--- src/rtl/amp_mute_pkg.sv ---
package amp_mute_pkg;
  typedef enum logic [1:0] {
    SIL_X4  = 2'b00,
    SIL_X1  = 2'b01,
    SIL_X8  = 2'b10,
    SIL_OFF = 2'b11
  } sil_code_e;

  localparam int FLT_VOLT     = 0;
  localparam int FLT_RSVD     = 1;
  localparam int FLT_OC_LIVE  = 2;
  localparam int FLT_OC_LATCH = 3;
  localparam int FLT_W        = 4;

  localparam int ST_FAULT  = 0;
  localparam int ST_MUTED  = 1;
  localparam int ST_SILENT = 2;
  localparam int ST_W      = 3;
endpackage

--- src/rtl/amp_oc_latch.sv ---
module amp_oc_latch (
  input  logic clk,
  input  logic rst_n,
  input  logic trip_i,
  input  logic mute_pin_i,
  output logic held_next_o
);
  logic held_q;
  logic pin_q;
  logic toggled;

  assign toggled = mute_pin_i ^ pin_q;

  always_comb held_next_o = trip_i | (held_q & ~toggled);

  always_ff @(posedge clk or negedge rst_n) begin
    if (!rst_n) begin
      held_q <= 1'b0;
      pin_q  <= 1'b0;
    end else begin
      held_q <= held_next_o;
      pin_q  <= mute_pin_i;
    end
  end
endmodule

--- src/rtl/amp_unmute_delay.sv ---
module amp_unmute_delay #(
  parameter int TICKS = 200
) (
  input  logic clk,
  input  logic rst_n,
  input  logic tick_i,
  input  logic req_i,
  output logic hold_next_o
);
  localparam int CW = $clog2(TICKS + 1);
  localparam logic [CW-1:0] LOAD = CW'(TICKS);

  logic [CW-1:0] cnt_q;
  logic [CW-1:0] cnt_n;

  always_comb begin
    if (req_i)
      cnt_n = LOAD;
    else if (tick_i && cnt_q != '0)
      cnt_n = cnt_q - 1'b1;
    else
      cnt_n = cnt_q;
    hold_next_o = (cnt_n != '0);
  end

  always_ff @(posedge clk or negedge rst_n) begin
    if (!rst_n) cnt_q <= '0;
    else        cnt_q <= cnt_n;
  end
endmodule

--- src/rtl/amp_silence_timer.sv ---
module amp_silence_timer
  import amp_mute_pkg::*;
#(
  parameter int UNIT = 85000
) (
  input  logic       clk,
  input  logic       rst_n,
  input  logic       tick_i,
  input  logic       quiet_i,
  input  logic [1:0] code_i,
  output logic       fire_next_o
);
  localparam int LIM_MAX = 8 * UNIT;
  localparam int CW      = $clog2(LIM_MAX + 1);

  logic [CW-1:0] cnt_q;
  logic [CW-1:0] cnt_n;
  logic [CW-1:0] lim;
  logic          armed;

  always_comb begin
    case (sil_code_e'(code_i))
      SIL_X1:  lim = CW'(UNIT);
      SIL_X8:  lim = CW'(LIM_MAX);
      default: lim = CW'(4 * UNIT);
    endcase
    armed = (sil_code_e'(code_i) != SIL_OFF) && quiet_i;
    if (!armed)
      cnt_n = '0;
    else if (tick_i && cnt_q < lim)
      cnt_n = cnt_q + 1'b1;
    else
      cnt_n = cnt_q;
    fire_next_o = armed && (cnt_n >= lim);
  end

  always_ff @(posedge clk or negedge rst_n) begin
    if (!rst_n) cnt_q <= '0;
    else        cnt_q <= cnt_n;
  end
endmodule

--- src/rtl/amp_mute_ctrl.sv ---
module amp_mute_ctrl
  import amp_mute_pkg::*;
#(
  parameter int NCH            = 2,
  parameter int UNMUTE_TICKS   = 200,
  parameter int SIL_UNIT_TICKS = 85000
) (
  input  logic             clk,
  input  logic             rst_n,
  input  logic             tick,
  input  logic             ov_i,
  input  logic             uv_i,
  input  logic             oc_lim_i,
  input  logic             oc_sd_i,
  input  logic [NCH-1:0]   spk_miss_i,
  input  logic             mute_pin_i,
  input  logic             mute_reg_i,
  input  logic             sleep_pin_i,
  input  logic             sleep_reg_i,
  input  logic             quiet_i,
  input  logic [1:0]       sil_time_i,
  output logic [NCH-1:0]   out_en_o,
  output logic             hw_mute_o,
  output logic             gain_cut_o,
  output logic             low_power_o,
  output logic [FLT_W-1:0] fault_o,
  output logic [ST_W-1:0]  stat_o
);
  logic volt_flt;
  logic oc_held_n;
  logic unmute_hold_n;
  logic sil_fire_n;
  logic sleep_req;
  logic mute_req;
  logic mute_any;
  logic [FLT_W-1:0] fault_n;
  logic [ST_W-1:0]  stat_n;

  assign volt_flt  = ov_i | uv_i;
  assign sleep_req = sleep_pin_i | sleep_reg_i;
  assign mute_req  = mute_pin_i | mute_reg_i;

  amp_oc_latch u_oc (
    .clk         (clk),
    .rst_n       (rst_n),
    .trip_i      (oc_sd_i),
    .mute_pin_i  (mute_pin_i),
    .held_next_o (oc_held_n)
  );

  amp_unmute_delay #(.TICKS(UNMUTE_TICKS)) u_dly (
    .clk         (clk),
    .rst_n       (rst_n),
    .tick_i      (tick),
    .req_i       (mute_req),
    .hold_next_o (unmute_hold_n)
  );

  amp_silence_timer #(.UNIT(SIL_UNIT_TICKS)) u_sil (
    .clk         (clk),
    .rst_n       (rst_n),
    .tick_i      (tick),
    .quiet_i     (quiet_i),
    .code_i      (sil_time_i),
    .fire_next_o (sil_fire_n)
  );

  always_comb begin
    mute_any = volt_flt | oc_held_n | (|spk_miss_i) | mute_req
             | unmute_hold_n | sil_fire_n | sleep_req;
    fault_n               = '0;
    fault_n[FLT_VOLT]     = volt_flt;
    fault_n[FLT_RSVD]     = 1'b0;
    fault_n[FLT_OC_LIVE]  = oc_sd_i;
    fault_n[FLT_OC_LATCH] = oc_held_n;
    stat_n            = '0;
    stat_n[ST_FAULT]  = |fault_n;
    stat_n[ST_MUTED]  = mute_any;
    stat_n[ST_SILENT] = sil_fire_n;
  end

  always_ff @(posedge clk or negedge rst_n) begin
    if (!rst_n) begin
      hw_mute_o   <= 1'b1;
      gain_cut_o  <= 1'b0;
      low_power_o <= 1'b0;
      fault_o     <= '0;
      stat_o      <= ST_W'(1 << ST_MUTED);
    end else begin
      hw_mute_o   <= mute_any;
      gain_cut_o  <= oc_lim_i;
      low_power_o <= sleep_req;
      fault_o     <= fault_n;
      stat_o      <= stat_n;
    end
  end

  for (genvar g = 0; g < NCH; g++) begin : g_ch
    always_ff @(posedge clk or negedge rst_n) begin
      if (!rst_n) out_en_o[g] <= 1'b0;
      else        out_en_o[g] <= ~mute_any;
    end
  end
endmodule

--- config.mk ---
export PLATFORM = sky130hd
export DESIGN_NAME = amp_mute_ctrl
export DESIGN_NICKNAME = d
export VERILOG_FILES = /design/src/rtl/amp_mute_pkg.sv /design/src/rtl/amp_oc_latch.sv /design/src/rtl/amp_unmute_delay.sv /design/src/rtl/amp_silence_timer.sv /design/src/rtl/amp_mute_ctrl.sv
export SDC_FILE = /design/constraint.sdc
export NUM_CORES = 1
export LEC_CHECK = 0
export ABC_AREA = 1
export BUFFER_PORTS_ARGS = -buffer_cell sky130_fd_sc_hd__buf_2
export CAP_MARGIN = 40
export CORE_ASPECT_RATIO = 1.75
export CORE_MARGIN = 2
export CORE_UTILIZATION = 32
export DETAILED_ROUTE_END_ITERATION = 8
export MAX_ROUTING_LAYER = met4
export PLACE_DENSITY = 0.47
export SYNTH_ARGS = -nofsm -noshare
export SYNTH_HDL_FRONTEND = slang
export SYNTH_HIERARCHICAL = 1
export SYNTH_SLANG_ARGS = --single-unit
export TNS_END_PERCENT = 50
--- constraint.sdc ---
create_clock -name clk -period 3.7 [get_ports clk]
set_input_delay 0.74 -clock clk [delete_from_list [all_inputs] [get_ports clk]]
set_output_delay 0.74 -clock clk [all_outputs]
set_load 0.03 [all_outputs]
==> results_dict.tcl <==
set metrics [dict create \
    status "finished with violations" \
    violations "negative setup slack" \
    leakage_uw 0.00198 \
    nFillCells 948 \
    syn_area_sq_um 2980 \
    slowest_delay_ps 310 \
    drt-pass1-iter-count 4 \
    grt_max_degree 22 \
    cts_tree "yes" \
    coreArea_sq_um 9040 \
    grtUsageTotal_pct 17.5 \
    via_per_inst 4.59 \
    syn_area_per_cell_sq_um 7.20 \
    grt_antenna_before_repair 0 \
    synthFlopType "dfrtp_1" \
    cpMostUsedCell "nor2_1" \
    numCtsBuffers 5 \
    clk_latency_ps 280 \
    yosysWarnings 6 \
    p_per_area_nw_per_um2 300 \
    yosysSeqAreaShare_pct 32.8 \
    crit_type "input pin to flip-flop" \
    drt_iter0_markers 88 \
    wirelength_mm 8.24 \
    dp_hpwl_mm 6.81 \
    io-pin-count 28 \
    drive_gt1_share_pct 28.4 \
    cts_root_buffer "clkbuf_16" \
    synth_top_area_share_pct 31.9 \
    synth_top_area_cell "dfrtp_1" \
    path_clk_slew_ps 60 \
    worst_pin_slew_ps 501 \
    cts_num_sinks 39 \
    vias 2717 \
    finalClockSkew_ps 3.10 \
    cp.required_ps 3920 \
    cp-start-kind "input pin" \
    worst_slack_ps -20.6 \
    ys_types 35 \
    routedWlPerCell_um 13.9 \
    slowest_stage "ha_1" \
    synth_edf_count 0 \
    synthTopCellsByArea "dfrtp_1 32%, nand2_1 13%, ha_1 13%" \
    gr-total-overflow 0 \
    start_util_pct 33.0 \
    nets 517 \
    hold_viol 0 \
    cp-end-kind "flip-flop" \
    ir_drop_uv 205 \
    cts-htree-levels 2 \
    slew_viol_final 0 \
    netlist_instances 414 \
    cts_buffer_depth 2 \
    grt_pass1_wl_mm 13.4 \
    period_minus_slack_ps 3720 \
    setup_viol 1 \
    die_h_um 132 \
    layout_common_cells "100 x nand2_1, 59 x inv_1, 42 x nor2_1" \
    syn_to_final_growth_pct 28.9 \
    dpl_worst_slack_ps -531 \
    arrival_ps 3940 \
    max_freq_mhz 269 \
    row_count 46 \
    synthArstFlopShare_pct 100 \
    hold_class "input pin to async pin" \
    drv_cap 0 \
    gp_congestion 0.840 \
    ys_ff_latch 39 \
    final_common_cell "nand2_1" \
    min_period_over_period_pct 101 \
    die_x_um 77.0 \
    antenna_cells 0 \
    cp_max_fo 4 \
    holdWs_ps 419 \
    syn_nets 460 \
    drc 0 \
    portBuffers 26 \
    die_area_sq_um 10100 \
    max_slew_margin_pct 66.6 \
    grt_pass1_vias 2771 \
    rsz0062_at_grt "true" \
    ant_nets 0 \
]
-- where the power goes --
part           total, uW  switching (uW)  internal (uW)  leakage, uW
Sequential           449            11.0            438     0.000497
Combinational        195             120           74.6      0.00141
Clock                508             188            321    0.0000804
-- critical path, delay by kind of cell --
family,cells,cell delay [ps]
and+or+nand+nor,16,1530
adders and majority gates,3,850
AOI/OAI and AO/OA,3,390
buffers and inverters,4,300
xor gates and xnor gates,1,130
-- area by class of cell --
cell class	count	area [sq um]	share of cell area, %
Tap cell	120	150	3.91
Sequential cell	39	977	25.4
Clock buffer	5	125	3.26
Clock inverter	3	46.3	1.21
Multi-Input combinational cell	295	1860	48.3
Timing Repair Buffer	55	389	10.1
Inverter	75	297	7.72
-- through the flow --
stage	utilization (%)	instances	setup TNS [ps]	power, uW	instance area, sq um
detailed placement	39.3	580	-1260	643	3550
global route	42.5	592	-559	1210	3840
finish	42.5	592	-20.6	1150	3840
global placement	39.0	579	-1190	638	3530
floorplan	-	414	-20.2	569	3090
CTS	42.4	592	0	1170	3830
-- logic make-up (layout without fill, tap and decap cells) --
group / Yosys count / count (layout) / share of synthesized area, %
compound gates: 33 / 33 / 6.34
xor+xnor: 8 / 8 / 2.35
fa+ha+maj: 30 / 30 / 12.6
buf+inv: 80 / 138 / 10.9
flops: 39 / 39 / 32.8
other cells: 1 / 1 / 0.126
simple gates: 223 / 223 / 34.9
-- worst paths after layout --
path | start | end | slack [ps] | cells past startpoint
setup / recovery | sil_time_i[1] | out_en_o[0]$_DFF_PN0_ | -20 | 27
hold / removal | rst_n | u_sil/cnt_q[14]$_DFF_PN0_ | 420 | 1
setup reg to reg | u_sil/cnt_q[13]$_DFF_PN0_ | out_en_o[0]$_DFF_PN0_ | 370 | 26
hold reg to reg | u_oc/held_q$_DFF_PN0_ | fault_o[3]$_DFF_PN0_ | 540 | 2
max in group asynchronous | rst_n | stat_o[1]$_DFF_PN1_ | 2720 | 2
min in group clk | u_oc/held_q$_DFF_PN0_ | fault_o[3]$_DFF_PN0_ | 540 | 2
-- metal layers --
metal	routed length (um)	share of wire [%]	global-route usage, %	vias up
li1	-	-	-	1405
met4	336	4.1	8.28	0
met2	4820	59	34.8	40
met3	158	1.9	1.85	17
met5	0	0	-	-
met1	2920	35	15.9	1255
-- registers in the layout (all words and copies together) (netlist names), 3 cells and up --
name,flops
u_sil/cnt_q,20
u_dly/cnt_q,8
fault_o,3
stat_o,3
-- synth_stat cells (2+ instances only) --
cell type / number
nand2_2: 7
nand2_4: 4
a21oi_1: 17
o21ai_1: 2
o21ai_0: 6
nor2_4: 2
ha_1: 30
nor3_1: 4
nand2_1: 104
inv_2: 8
nand4_1: 2
buf_4: 3
xor2_1: 8
nor2_2: 10
nor2_1: 44
dfrtp_1: 38
nand3_2: 5
inv_1: 66
a21oi_2: 2
nand3_1: 37
-- timing repair --
item / in CTS / in global routing
gates cloned: 0 / 0
gates resized for setup: 16 / 4
hold buffers: 0 / 0
buffers inserted: 4 / 0
setup endpoints to repair: 2 / 3
pin swaps: 19 / 1
Note: power is estimated with default switching activity, not from simulation.
